`config.mk`:
```
export PLATFORM = sky130hd
export DESIGN_NAME = dac_wr_slave
export DESIGN_NICKNAME = d
export VERILOG_FILES = /design/src/rtl/dac_slave_pkg.sv /design/src/rtl/dac_line_filter.sv /design/src/rtl/dac_slave_ctrl.sv /design/src/rtl/dac_slave_dp.sv /design/src/rtl/dac_wr_slave.sv
export SDC_FILE = /design/constraint.sdc
export NUM_CORES = 1
export LEC_CHECK = 0
export ABC_AREA = 1
export BUFFER_PORTS_ARGS = -buffer_cell sky130_fd_sc_hd__buf_4
export CAP_MARGIN = 20
export CORE_AREA = 2 2 49 97
export CTS_CLUSTER_DIAMETER = 120
export CTS_CLUSTER_SIZE = 20
export DETAILED_ROUTE_END_ITERATION = 8
export DIE_AREA = 0 0 51 99
export PLACE_DENSITY = 0.75
export REMOVE_ABC_BUFFERS = 1
export SYNTH_ARGS = -nofsm -noshare
export SYNTH_HDL_FRONTEND = slang
export SYNTH_HIERARCHICAL = 1
export SYNTH_SLANG_ARGS = --single-unit
```
`constraint.sdc`:
```
create_clock -name clk -period 1.8 [get_ports clk]
set_input_delay 0.27 -clock clk [delete_from_list [all_inputs] [get_ports clk]]
set_output_delay 0.27 -clock clk [all_outputs]
set_load 0.01 [all_outputs]
```
`src/rtl/dac_slave_pkg.sv`:
```
package dac_slave_pkg;
  localparam int BYTE_W = 8;
  localparam logic [5:0] ADDR_STEM = 6'b100110;
  localparam logic [7:0] BCAST_ADDR = 8'h90;
  localparam logic [4:0] HS_PREFIX = 5'b00001;

  typedef struct packed {
    logic shiftEn;
    logic shiftBit;
    logic loadHi;
    logic commit;
  } dpCtl_t;

  typedef enum logic [2:0] {ST_IDLE, ST_ADDR, ST_HI, ST_LO, ST_SKIP} rxState_t;
endpackage

```
`src/rtl/dac_line_filter.sv`:
```
module dac_line_filter #(
  parameter int SYNC_STAGES = 2,
  parameter int FILT_CNT = 12
) (
  input  logic clk,
  input  logic rstN,
  input  logic rawIn,
  output logic cleanOut
);
  localparam int CW = $clog2(FILT_CNT + 1);
  logic [SYNC_STAGES-1:0] syncQ;
  logic [CW-1:0] cnt;
  logic syncOut;

  assign syncOut = syncQ[SYNC_STAGES-1];

  always_ff @(posedge clk) begin
    if (!rstN) begin
      syncQ <= '1;
      cleanOut <= 1'b1;
      cnt <= '0;
    end else begin
      syncQ <= {syncQ[SYNC_STAGES-2:0], rawIn};
      if (syncOut == cleanOut) begin
        cnt <= '0;
      end else if (cnt == CW'(FILT_CNT - 1)) begin
        cleanOut <= syncOut;
        cnt <= '0;
      end else begin
        cnt <= cnt + 1'b1;
      end
    end
  end
endmodule

```
`src/rtl/dac_slave_ctrl.sv`:
```
module dac_slave_ctrl
  import dac_slave_pkg::*;
#(
  parameter int FILT_CNT = 12
) (
  input  logic clk,
  input  logic rstN,
  input  logic sclIn,
  input  logic sdaIn,
  input  logic addrSel,
  input  logic [BYTE_W-1:0] rxByte,
  output dpCtl_t ctl,
  output logic ackDrive,
  output logic hsMode
);
  localparam int LINES = 2;
  logic [LINES-1:0] rawLines, fltLines;
  logic sclF, sdaF, prevScl, prevSda;
  logic [1:0] a0Sync;
  logic startEv, stopEv, sclRise, sclFall, receiving, addrHit, hsCode;
  rxState_t state;
  logic [3:0] bitCnt;
  logic commitPend;

  assign rawLines = {sclIn, sdaIn};
  for (genvar g = 0; g < LINES; g++) begin : gLine
    dac_line_filter #(.SYNC_STAGES(2), .FILT_CNT(FILT_CNT)) uFilt (
      .clk(clk), .rstN(rstN), .rawIn(rawLines[g]), .cleanOut(fltLines[g]));
  end
  assign sclF = fltLines[1];
  assign sdaF = fltLines[0];

  assign startEv = sclF & prevScl & prevSda & ~sdaF;
  assign stopEv = sclF & prevScl & ~prevSda & sdaF;
  assign sclRise = sclF & ~prevScl;
  assign sclFall = ~sclF & prevScl;
  assign receiving = (state == ST_ADDR) || (state == ST_HI) || (state == ST_LO);
  assign addrHit = (rxByte == {ADDR_STEM, a0Sync[1], 1'b0}) || (rxByte == BCAST_ADDR);
  assign hsCode = (rxByte[7:3] == HS_PREFIX);

  always_comb begin
    ctl.shiftEn = receiving && sclRise && (bitCnt < 4'd8);
    ctl.shiftBit = sdaF;
    ctl.loadHi = (state == ST_HI) && sclFall && (bitCnt == 4'd8);
    ctl.commit = commitPend && sclFall && (bitCnt == 4'd9);
  end

  always_ff @(posedge clk) begin
    if (!rstN) begin
      prevScl <= 1'b1;
      prevSda <= 1'b1;
      a0Sync <= '0;
      state <= ST_IDLE;
      bitCnt <= '0;
      ackDrive <= 1'b0;
      commitPend <= 1'b0;
      hsMode <= 1'b0;
    end else begin
      prevScl <= sclF;
      prevSda <= sdaF;
      a0Sync <= {a0Sync[0], addrSel};
      if (startEv) begin
        state <= ST_ADDR;
        bitCnt <= '0;
        ackDrive <= 1'b0;
        commitPend <= 1'b0;
      end else if (stopEv) begin
        state <= ST_IDLE;
        bitCnt <= '0;
        ackDrive <= 1'b0;
        commitPend <= 1'b0;
        hsMode <= 1'b0;
      end else if (sclRise && receiving && bitCnt < 4'd8) begin
        bitCnt <= bitCnt + 1'b1;
      end else if (sclFall && receiving && bitCnt == 4'd8) begin
        bitCnt <= 4'd9;
        unique case (state)
          ST_ADDR: begin
            if (addrHit) begin
              ackDrive <= 1'b1;
              state <= ST_HI;
            end else begin
              if (hsCode) hsMode <= 1'b1;
              state <= ST_SKIP;
            end
          end
          ST_HI: begin
            ackDrive <= 1'b1;
            state <= ST_LO;
          end
          default: begin
            ackDrive <= 1'b1;
            commitPend <= 1'b1;
            state <= ST_HI;
          end
        endcase
      end else if (sclFall && bitCnt == 4'd9) begin
        bitCnt <= '0;
        ackDrive <= 1'b0;
        commitPend <= 1'b0;
      end
    end
  end
endmodule

```
`src/rtl/dac_slave_dp.sv`:
```
module dac_slave_dp
  import dac_slave_pkg::*;
#(
  parameter int CODE_W = 12,
  parameter int MODE_W = 2
) (
  input  logic clk,
  input  logic rstN,
  input  dpCtl_t ctl,
  output logic [BYTE_W-1:0] rxByte,
  output logic [CODE_W-1:0] dacCode,
  output logic [MODE_W-1:0] pdMode,
  output logic updStrobe
);
  localparam int HI_BITS = CODE_W - BYTE_W;
  logic [BYTE_W-1:0] shiftReg, holdHi;

  assign rxByte = shiftReg;

  always_ff @(posedge clk) begin
    if (!rstN) begin
      shiftReg <= '0;
      holdHi <= '0;
      dacCode <= '0;
      pdMode <= '0;
      updStrobe <= 1'b0;
    end else begin
      updStrobe <= ctl.commit;
      if (ctl.shiftEn) shiftReg <= {shiftReg[BYTE_W-2:0], ctl.shiftBit};
      if (ctl.loadHi) holdHi <= shiftReg;
      if (ctl.commit) begin
        dacCode <= {holdHi[HI_BITS-1:0], shiftReg};
        pdMode <= holdHi[HI_BITS +: MODE_W];
      end
    end
  end
endmodule

```
`src/rtl/dac_wr_slave.sv`:
```
module dac_wr_slave #(
  parameter int FILT_CNT = 12,
  parameter int CODE_W = 12,
  parameter int MODE_W = 2
) (
  input  logic clk,
  input  logic rstN,
  input  logic sclIn,
  input  logic sdaIn,
  input  logic addrSel,
  output logic sdaPullLow,
  output logic [CODE_W-1:0] dacCode,
  output logic [MODE_W-1:0] pdMode,
  output logic updStrobe,
  output logic hsMode
);
  dac_slave_pkg::dpCtl_t ctl;
  logic [dac_slave_pkg::BYTE_W-1:0] rxByte;

  dac_slave_ctrl #(.FILT_CNT(FILT_CNT)) uCtrl (
    .clk(clk), .rstN(rstN), .sclIn(sclIn), .sdaIn(sdaIn), .addrSel(addrSel),
    .rxByte(rxByte), .ctl(ctl), .ackDrive(sdaPullLow), .hsMode(hsMode));

  dac_slave_dp #(.CODE_W(CODE_W), .MODE_W(MODE_W)) uDp (
    .clk(clk), .rstN(rstN), .ctl(ctl), .rxByte(rxByte),
    .dacCode(dacCode), .pdMode(pdMode), .updStrobe(updStrobe));
endmodule

```
# Word level (Yosys, flattened, before mapping)
# Cells that the tools add are included.
# Widths: inputs -> output; s select.
[totals]
reg_bits = 57
latch_bits = 0
ram_bits = 0
mem_bits_ro = 0
memories = 0
[op_classes]
add_sub_neg = 3
multipliers = 0
div_mod_pow = 0
magnitude_cmp = 1
n_eq_ne = 17
n_shift = 0
mux = 21
bitwise_logic = 16
reduce_logical = 29
[ops]
columns = ["operator", "count"]
rows = [
  ["$eq 4x4->1 const B", 4],
  ["$mux 1", 16],
  ["$add 4x1->4 const B", 3],
  ["$mux 4", 3],
  ["$logic_and 1x1->1", 9],
  ["$not 1->1", 9],
  ["$reduce_or 3->1", 3],
  ["$eq 8x8->1", 1],
  ["$eq 8x8->1 const B", 1],
  ["$reduce_and 2->1", 4],
  ["$reduce_bool 2->1", 4],
  ["$and 1x1->1", 7],
  ["$eq 3x2->1 const B", 2],
  ["$pmux 3 s2", 1],
  ["$reduce_and 3->1", 2],
  ["$reduce_and 6->1", 1],
  ["$reduce_bool 3->1", 2],
  ["$eq 5x1->1 const B", 1],
  ["$lt 4x4->1 const B", 1],
  ["$ne 2x1->1 const B", 2],
  ["$eq 3x1->1 const B", 1],
  ["$logic_or 1x1->1", 3],
  ["$mux 3", 1],
  ["$ne 3x1->1 const B", 1],
  ["other kinds (4)", 5],
]

# Depth between registers and ports, before layout
# Gate-level depths: netlist of the first run.
[logic_depth]
word_depth = 9
mapped_depth = 10
depth_no_buf = 10

# Hierarchy
# The synthesis of the first run kept the hierarchy.
[by_module_without_submodules]
columns = ["module", "instances", "cells_per_inst", "area_per_inst_um2", "seq_area_each_um2"]
rows = [
  ["dac_slave_dp", 1, 167, 1148.6, 580.6],
  ["dac_slave_ctrl", 1, 106, 758.2, 280.3],
  ["dac_line_filter", 2, 31, 271.5, 140.1],
]

# Least setup slack after synthesis of the first run
# Ideal clock, no wire load.
[synth_path]
path_kind = "reg-to-reg"
start = "register uCtrl.bitCnt[0]"
end = "register uDp.dacCode[10]"
t_arrival_ns = 1.286
required_ns = 1.736
path_slack_ns = 0.450
stages_incl_launch_ff = 8
period_less_slack_ns = 1.350
path_cell_list = "dfxtp_1 ha_1 nand3_1 nor3b_1 buf_4 buf_6 nor2_1 nor2_1"
[synth_rtl]
columns = ["element", "line", "rtl"]
rows = [
  ["start: declaration", "dac_slave_ctrl.sv:22", "logic [3:0] bitCnt;"],
  ["start signal: assignment", "dac_slave_ctrl.sv:74", "bitCnt <= bitCnt + 1'b1;"],
  ["end signal: assignment", "dac_slave_dp.sv:32", "dacCode <= {holdHi[HI_BITS-1:0], shiftReg};"],
  ["end: declaration", "dac_slave_dp.sv:11", "output logic [CODE_W-1:0] dacCode,"],
]

==> summary.txt, run 1 <==
status - finished clean
Layout fillers - 397
Detail Route Antenna Nets - 0
Switching Share - 0.211
clock latency on the worst-skew pair - 330 ps
CTS Buffer Depth - 2
Post-Syn Area - 2450 um^2
largest net degree at the start of global routing - 30
routed wire length - 4430 um
clock network power share - 0.464
Final Worst Setup Slack - 287 ps
initial antenna violation count - 0
Post-CTS Setup Inserts - 0
Avg Inst Size Synth - 7.31 um^2
Yosys reg bits - 57
post-layout min period - 1510 ps
number of port buffers - 21
crit path kind - flip-flop to flip-flop
DRC - 0
routed length per placed instance - 10.6 um
Worst slew margin - 0.806
Multi-input gate area - 1050 um^2
die height - 99 um
CP Max Fanout - 29
Yosys warnings - 6
GPL Wtd Cong - 0.848
CTS H-tree lvls - 3
maxcap violations - 0
most common cell in the netlist - nand2_1
post-synth top area share - 0.466
Initial Util - 0.570
Place WS - 331 ps
Final nets - 370
Worst Setup Start Kind - flip-flop
via count of the first global-routing pass - 1835
Main synth FF type - dfxtp_1
crit end category - flip-flop
Post-DP HPWL - 3080 um
fmax - 0.661 GHz
synth unique cells - 32
TritonCTS clock tree - built
period utilisation layout - 0.841
Commonest cells post-synth - nand2_1 (86), nor2_1 (73), dfxtp_1 (57), inv_1 (36), nand3_1 (12)
Hold-fix buffers, CTS - 0
Hold/Removal Path Class - input pin to flip-flop
Leak Pwr - 1.22 nW
die width - 51 um
DR iter-0 viols - 29
layout cells sized above 1 - 0.197
Via density - 4.79
sequential area share after synthesis - 0.466
Layout area overhead - 15.2%
Synth area leaders - dfxtp_1 (47%), nand2_1 (13%), nor2_1 (11%)
FF/Latch Area - 1140 um^2
VDD IR-drop max - 0.734 mV
number of synthesized flops with an enable pin - 0
Worst Tran Pin Value - 289 ps
power share of the combinational group - 0.023
grt ovf - 0
Detailed Routing Iterations Pass 1 - 4
ANT cells - 0
full die area - 5050 um^2
TritonCTS buffer count - 9
required time of the worst setup path - 2020 ps
worst-case clock skew - 7.09 ps
core area - 4300 um^2
first-pass GRT wire length - 7450 um
Boundary Pins - 22
Clk Tree Root Cell - clkbuf_8
max-slew violation count - 0
Vias - 2007
CTS Sinks - 57
post-CTS sizing - 0
final hold violation count - 0
Final TNS setup - 0 ps
PD cells - 880 nW/um^2
cell accounting for the most synthesized area - dfxtp_1
num rows - 34
Psw - 0.524 mW
Post-Syn Instances - 335
# setup viols final - 0
crit path DAT - 1730 ps
RSZ-0062 raised after global routing - no
cell-internal power - 1.96 mW
gr usage total - 0.197
Flop pwr share - 0.513
clk slew on worst S/H paths - 60 ps
Async S/R FF share, synth - 0
-- per-layer routing --
layer  track usage  up-vias  wire length (um)
li1              -     1065                 -
met1         0.204      904              1830
met2         0.339       25              2340
met3        0.0545       13               128
met4         0.121        0               127
met5             0        -                 0
-- final cells by class --
cell class                 count  area share
inverter                      45      0.0603
multi-input combinational    223       0.374
tap                           54      0.0239
timing repair buffer          24      0.0683
clock inverter                 6      0.0204
sequential                    57       0.404
clock buffer                  10      0.0488
-- metrics by stage --
step / total power [mW] / util / area [um^2] / hold WS, ps / cells
floorplan: 1.33 / - / 2360 / 339 / 325
global placement: 1.36 / 0.611 / 2630 / 398 / 403
detailed placement: 1.36 / 0.611 / 2630 / 407 / 403
CTS: 2.51 / 0.657 / 2820 / 106 / 419
global route: 2.57 / 0.657 / 2820 / 110 / 419
finish: 2.48 / 0.657 / 2820 / 122 / 419
-- worst max-delay path, stage by stage, from the launching register on --
cell and delay [ps]:
dfxtp_1 410, ha_1 180, nand3_1 130, nor3b_2 260
buf_12 210, nand2_1 80, nand2_1 80, nor2_1 50
-- final timing paths --
kind / startpoint / end / slack, ps / depth (start not counted)
worst max-delay path: uCtrl/bitCnt[0] / uDp/dacCode[0] / 290 / 7
worst min-delay path: sdaIn / uCtrl/gLine[0].uFilt/syncQ[0] / 120 / 2
worst max register to register: uCtrl/bitCnt[0] / uDp/dacCode[0] / 290 / 7
worst min register to register: uCtrl/gLine[1].uFilt/syncQ[0] / uCtrl/gLine[1].uFilt/syncQ[1] / 420 / 1
-- power groups by stage --
| stage | clock network (mW) | logic [mW] | registers, mW |
|---|---|---|---|
| floorplan | 0 | 0.0321 | 1.30 |
| global placement | 0 | 0.0554 | 1.30 |
| detailed placement | 0 | 0.0567 | 1.30 |
| CTS | 1.18 | 0.0573 | 1.27 |
| global route | 1.23 | 0.0642 | 1.27 |
| finish | 1.15 | 0.0565 | 1.27 |
-- registers in the layout, summed over array words and instances (netlist names) --
name / flops
uCtrl/gLine.uFilt/cnt: 8
uDp/pdMode: 2
uCtrl/hsMode: 1
uDp/rxByte: 8
uDp/dacCode: 12
uCtrl/bitCnt: 4
uCtrl/ackDrive: 1
uDp/updStrobe: 1
uCtrl/a0Sync: 2
uCtrl/state: 3
uDp/holdHi: 6
uCtrl/commitPend: 1
uCtrl/prevScl: 1
uCtrl/prevSda: 1
uCtrl/gLine.uFilt/cleanOut: 2
uCtrl/gLine.uFilt/syncQ: 4
-- cell families after synthesis --
kind of cell             after synthesis  synth area share
flip-flops                            57             0.466
buffers and inverters                 55             0.106
AND/OR/NAND/NOR                      201             0.361
AO/OA/AOI/OAI                         15            0.0347
XOR/XNOR                               2           0.00715
adder cells (fa/ha/maj)                5            0.0255
-- layout by cell type, fill, tap and decap left out, types with 4 or more instances in the layout --
master	instances
a21oi_1	7
buf_4	23
clkbuf_8	10
clkinv_2	5
dfxtp_1	57
ha_1	5
inv_1	36
inv_2	8
nand2_1	86
nand3_1	12
nand3_2	6
nand4_1	5
nor2_1	73
nor2_2	4
o21ai_1	4
or2_2	4
No activity file was read; power rests on OpenSTA's default activity.
==> run 2, diff against run 1 <==
- clock period: 1.8 -> 1.5 ns (I/O delays scaled with it)
==> summary.txt, run 2 (synthesis results as in run 1) <==
CTS Buffer Depth - 2 (unchanged)
Worst Hold Path EP - uCtrl/a0Sync[0]
Final Util - 0.692 (+0.0349)
commonest non-fill, non-tap cells in the layout - nand2_1 (86), nor2_1 (73), dfxtp_1 (55)
fmax - 0.693 GHz (+4.9%)
CP Max Fanout - 7 (-76%)
number of port buffers - 21 (unchanged)
full die area - 5050 um^2 (unchanged)
ANT cells - 0 (unchanged)
Final nets - 375 (+1.4%)
CTS Sinks - 57 (unchanged)
via count of the first global-routing pass - 1944 (+5.9%)
worst-case clock skew - 11.7 ps (+4.64 ps)
TritonCTS buffer count - 9 (unchanged)
crit path DAT - 1680 ps (-50 ps)
Layout fillers - 363 (-8.6%)
clock latency on the worst-skew pair - 340 ps (about the same)
reg2reg end - uDp/dacCode[3]
placed cells - 405 (+0.50%)
Initial Util - 0.570 (unchanged)
# setup viols final - 0 (unchanged)
Place WS - 65.8 ps (-265 ps)
Layout area overhead - 21.3%
grt ovf - 0 (unchanged)
core area - 4300 um^2 (unchanged)
reg2reg setup slack - 60 ps (-230 ps)
Worst Tran Pin Value - 293 ps (+3.84 ps)
post-layout min period - 1440 ps (-70.2 ps)
Worst R2R Start - uCtrl/bitCnt[1]
FF/Latch Area - 1140 um^2 (+0.22%)
Biggest register - uDp/dacCode
num rows - 34 (unchanged)
largest net degree at the start of global routing - 30 (unchanged)
crit path cell chain - inv_2 -> ha_2 -> nand3_4 -> nor3b_4 -> buf_6 -> clkbuf_16 -> nand2_1 -> nand2_1 -> nor2_1
Hold/Removal Path Class - input pin to flip-flop
Final Cell Area - 2970 um^2 (+5.3%)
DRC - 0 (unchanged)
hold_sp - addrSel
critical path's largest stage delay - 340 ps (-70 ps)
Finished Layout Cells - 424 (+1.2%)
TritonCTS clock tree - built
most common cell after layout, fill and taps aside - nand2_1
Hold-fix buffers, CTS - 0 (unchanged)
PD cells - 1090 nW/um^2 (+23%)
Clk Tree Root Cell - clkbuf_8
DR iter-0 viols - 33 (+14%)
Via density - 4.88 (+1.8%)
critical path's most frequent cell - nand2_1
placed instance area - 2650 um^2 (+1.0%)
Multi-input gate area - 1080 um^2 (+2.0%)
gr usage total - 0.209 (+0.0117)
crit-path leading delay family - simple AND/OR/NAND/NOR gates
Leak Pwr - 1.30 nW (+6.1%)
layout cells sized above 1 - 0.222 (+0.0244)
Vias - 2067 (+3.0%)
required time of the worst setup path - 1740 ps (-280 ps)
GPL Wtd Cong - 0.942 (+11%)
Final Worst Setup Slack - 56.7 ps (-230 ps)
VDD IR-drop max - 0.864 mV (+18%)
Min Hold Slack - 72.8 ps (-49.2 ps)
die width - 51 um (unchanged)
status - finished clean
period utilisation layout - 0.962 (+0.121)
Worst slew margin - 0.804 (-0.00223)
Boundary Pins - 22 (unchanged)
clk slew on worst S/H paths - 70 ps (about the same)
Largest register FFs - 12 (unchanged)
Detail Route Antenna Nets - 0 (unchanged)
crit path kind - flip-flop to flip-flop
CP bufs+invs - 3 (+2)
Worst Setup Start Kind - flip-flop
Post-DP HPWL - 3140 um (+1.8%)
routed length per placed instance - 11.5 um (+8.7%)
maxcap violations - 0 (unchanged)
final hold violation count - 0 (unchanged)
Detailed Routing Iterations Pass 1 - 4 (unchanged)
routed wire length - 4870 um (+10%)
first-pass GRT wire length - 7820 um (+5.1%)
Reg2Reg Depth - 9 (+2)
crit end category - flip-flop
hold path cells - 3 (+1)
max-slew violation count - 0 (unchanged)
CTS H-tree lvls - 3 (unchanged)
die height - 99 um (unchanged)
initial antenna violation count - 0 (unchanged)
Max stage delay cell, worst path - dfxtp_2
==> run 2: cell count changes in the layout (fill, tap and decap cells not counted), sizes merged <==
| cell | delta |
|---|---|
| clkbuf | +3 |
| bufinv | +1 |
| buf | +3 |
| clkinv | -2 |
==> run 2: worst reg2reg max path, stage by stage, from the launching register on <==
cell       delay [ps]
dfxtp_2           340
inv_2              60
ha_2              180
nand3_4            90
nor3b_4           220
buf_6             160
clkbuf_16         150
nand2_1            50
nand2_1            50
nor2_1             40
==> run 2: area by class of cell <==
| class | instances | area share |
|---|---|---|
| multi-input combinational | 223 | 0.362 |
| inverter | 45 | 0.0573 |
| clock inverter | 5 | 0.0261 |
| timing repair buffer | 29 | 0.0960 |
| clock buffer | 11 | 0.0509 |
| tap | 54 | 0.0227 |
| sequential | 57 | 0.385 |
==> run 2: metal layers <==
metal,part of all wire,vias to the layer above,GRT usage
met5,0,-,0
met4,0.029,0,0.156
met3,0.025,13,0.0455
met2,0.55,25,0.375
met1,0.39,949,0.196
li1,-,1080,-
==> run 2: power breakdown <==
group | switching (mW) | leakage, nW | internal (mW) | total [mW]
Clock | 0.610 | 0.115 | 1.02 | 1.63
Combinational | 0.0412 | 0.721 | 0.0270 | 0.0682
Sequential | 0.00463 | 0.462 | 1.52 | 1.53
==> run 2: worst max-delay path by stage <==
stage	from	endpoint	slack (ps)	cells past startpoint
detailed placement	uCtrl/bitCnt[0]	uDp/dacCode[1]	70	7
global placement	uCtrl/bitCnt[0]	uDp/dacCode[1]	100	7
global route	uCtrl/bitCnt[1]	uDp/dacCode[2]	-10	9
floorplan	uCtrl/bitCnt[0]	uDp/dacCode[1]	-1140	6
finish	uCtrl/bitCnt[1]	uDp/dacCode[3]	60	9
CTS	uCtrl/bitCnt[0]	uDp/dacCode[10]	40	7
==> run 2: repair_timing <==
| item | in CTS | in global routing |
|---|---|---|
| gates resized for setup | 0 | 9 |
| setup buffers | 0 | 1 |
| setup endpoints to repair | 0 | 24 |
==> run 2: stage by stage <==
| stage | total power, mW | TNS (ps) |
|---|---|---|
| final | 3.22 | 0 |
| after global routing | 3.32 | -35.4 |
| after CTS | 3.25 | 0 |
| after detailed placement | 1.63 | 0 |
| after global placement | 1.63 | 0 |
| after floorplan | 1.60 | -16660 |
==> run 3, diff against run 2 <==
- CORE_AREA: 2 2 49 97 -> 2 2 76 64
- DIE_AREA: 0 0 51 99 -> 0 0 78 66
==> summary.txt, run 3 (synthesis results as in run 1) <==
full die area - 5150 um^2 (+2.0%)
Max stage delay cell, worst path - dfxtp_2
max-slew violation count - 0 (unchanged)
most common cell after layout, fill and taps aside - nand2_1
CTS Sinks - 57 (unchanged)
Initial Util - 0.556 (-0.0139)
VDD IR-drop max - 1.22 mV (+41%)
critical path's most frequent cell - nand2_1
Finished Layout Cells - 429 (+1.2%)
Largest register FFs - 12 (unchanged)
RSZ-0062 raised after global routing - no
Layout area overhead - 20.5%
clock latency on the worst-skew pair - 340 ps (about the same)
Detailed Routing Iterations Pass 1 - 4 (unchanged)
Post-DP HPWL - 2780 um (-11%)
Final nets - 374 (-0.27%)
Detail Route Antenna Nets - 0 (unchanged)
TritonCTS buffer count - 9 (unchanged)
CP Max Fanout - 8 (+1)
GPL Wtd Cong - 0.773 (-18%)
Via density - 4.65 (-4.6%)
Worst R2R Start - uCtrl/bitCnt[1]
final hold violation count - 0 (unchanged)
hold path cells - 2 (-1)
Reg2Reg Depth - 9 (unchanged)
Final Worst Setup Slack - 110 ps (+52.8 ps)
required time of the worst setup path - 1740 ps (about the same)
critical path depth - 9 (unchanged)
largest net degree at the start of global routing - 30 (unchanged)
CTS H-tree lvls - 3 (unchanged)
Worst Hold Path EP - uCtrl/gLine[1].uFilt/syncQ[0]
crit-path leading delay family - simple AND/OR/NAND/NOR gates
critical path's largest stage delay - 340 ps (about the same)
crit path kind - flip-flop to flip-flop
reg2reg setup slack - 110 ps (+50 ps)
fmax - 0.719 GHz (+3.8%)
Hold-fix buffers, CTS - 0 (unchanged)
DRC - 0 (unchanged)
die height - 66 um (-33%)
PD cells - 1020 nW/um^2 (-6.0%)
Place WS - 34.1 ps (-31.7 ps)
maxcap violations - 0 (unchanged)
initial antenna violation count - 0 (unchanged)
CTS Buffer Depth - 2 (unchanged)
Worst Setup Start Kind - flip-flop
routed length per placed instance - 10.3 um (-9.9%)
number of port buffers - 21 (unchanged)
reg2reg end - uDp/dacCode[6]
Worst slew margin - 0.825 (+0.0212)
TritonCTS clock tree - built
period utilisation layout - 0.927 (-0.0352)
# setup viols final - 0 (unchanged)
CP bufs+invs - 3 (unchanged)
Leak Pwr - 1.28 nW (-1.7%)
post-layout min period - 1390 ps (-52.8 ps)
Clk Tree Root Cell - clkbuf_8
Hold/Removal Path Class - input pin to flip-flop
die width - 78 um (+53%)
via count of the first global-routing pass - 1747 (-10%)
Layout fillers - 383 (+5.5%)
worst-case clock skew - 6.37 ps (-5.36 ps)
routed wire length - 4440 um (-8.8%)
DR iter-0 viols - 87 (+160%)
layout cells sized above 1 - 0.217 (-0.00482)
crit end category - flip-flop
grt ovf - 0 (unchanged)
placed cells - 410 (+1.2%)
core area - 4400 um^2 (+2.5%)
hold_sp - sclIn
crit path cell chain - inv_2 -> ha_4 -> nand3_4 -> nor3b_4 -> buf_6 -> buf_12 -> nand2_1 -> nand2_1 -> nor2_1
Vias - 1996 (-3.4%)
Final TNS setup - 0 ps (unchanged)
first-pass GRT wire length - 7390 um (-5.6%)
commonest non-fill, non-tap cells in the layout - nand2_1 (86), nor2_1 (73), dfxtp_1 (55)
gr usage total - 0.191 (-0.0178)
Final Util - 0.670 (-0.0214)
num rows - 22 (-35%)
Min Hold Slack - 66.0 ps (-6.81 ps)
ANT cells - 0 (unchanged)
Boundary Pins - 22 (unchanged)
Biggest register - uDp/dacCode
clk slew on worst S/H paths - 60 ps (about the same)
Worst Tran Pin Value - 262 ps (-31.0 ps)
status - finished clean
crit path DAT - 1630 ps (-50 ps)
-- run 3: cell count changes in the layout (fill, tap and decap cells not counted), sizes merged --
cell / change
clkinvlp: +1
bufinv: -1
buf: -1
-- run 3: layer usage --
layer / global-route usage / vias up / routed length (um)
li1: - / 1077 / -
met5: 0 / - / 0
met3: 0.0984 / 8 / 217
met2: 0.295 / 28 / 1860
met1: 0.225 / 883 / 2290
met4: 0.0789 / 0 / 72
-- run 3: through the flow --
step / power [mW] / cell area (um^2)
CTS: 3.05 / 2850
floorplan: 1.60 / 2360
detailed placement: 1.63 / 2650
finish: 3.01 / 2950
global route: 3.12 / 2950
global placement: 1.63 / 2650
-- run 3: report_power, final --
part	switching [mW]	internal, mW	total [mW]
logic	0.0403	0.0271	0.0673
registers	0.00420	1.52	1.53
clock network	0.614	0.805	1.42
-- run 3: final cells by class --
cell class	instances	area, um^2	share of cell area
clock buffers	11	141	0.0479
clock inverters	5	55.1	0.0187
well taps	60	75.1	0.0254
multi-input cells	223	1090	0.368
flip-flops and latches	57	1150	0.388
repair buffers	28	278	0.0941
inverters	45	170	0.0577
-- run 3: repair_timing --
item / CTS / global route
buffers inserted: 0 / 1
pin swaps: 1 / 1
gates cloned: 0 / 2
endpoints found under the hold margin: 0 / 0
gates resized for setup: 1 / 10
setup endpoints to repair: 1 / 17
-- run 3: worst max path at each step --
stage                    startpoint              end  slack (ps)
floorplan           uCtrl/bitCnt[0]   uDp/dacCode[1]       -1140
global placement    uCtrl/bitCnt[0]     uCtrl/hsMode         100
detailed placement  uCtrl/bitCnt[0]   uDp/dacCode[1]          30
CTS                 uCtrl/bitCnt[1]   uDp/dacCode[6]          20
global route        uCtrl/bitCnt[0]  uCtrl/bitCnt[3]          20
finish              uCtrl/bitCnt[1]   uDp/dacCode[6]         110
-- run 3: worst register-to-register path: stages, from the launching register on --
cell and delay [ps]:
dfxtp_2 340, inv_2 80, ha_4 130, nand3_4 90
nor3b_4 190, buf_6 160, buf_12 130, nand2_1 60
nand2_1 70, nor2_1 50
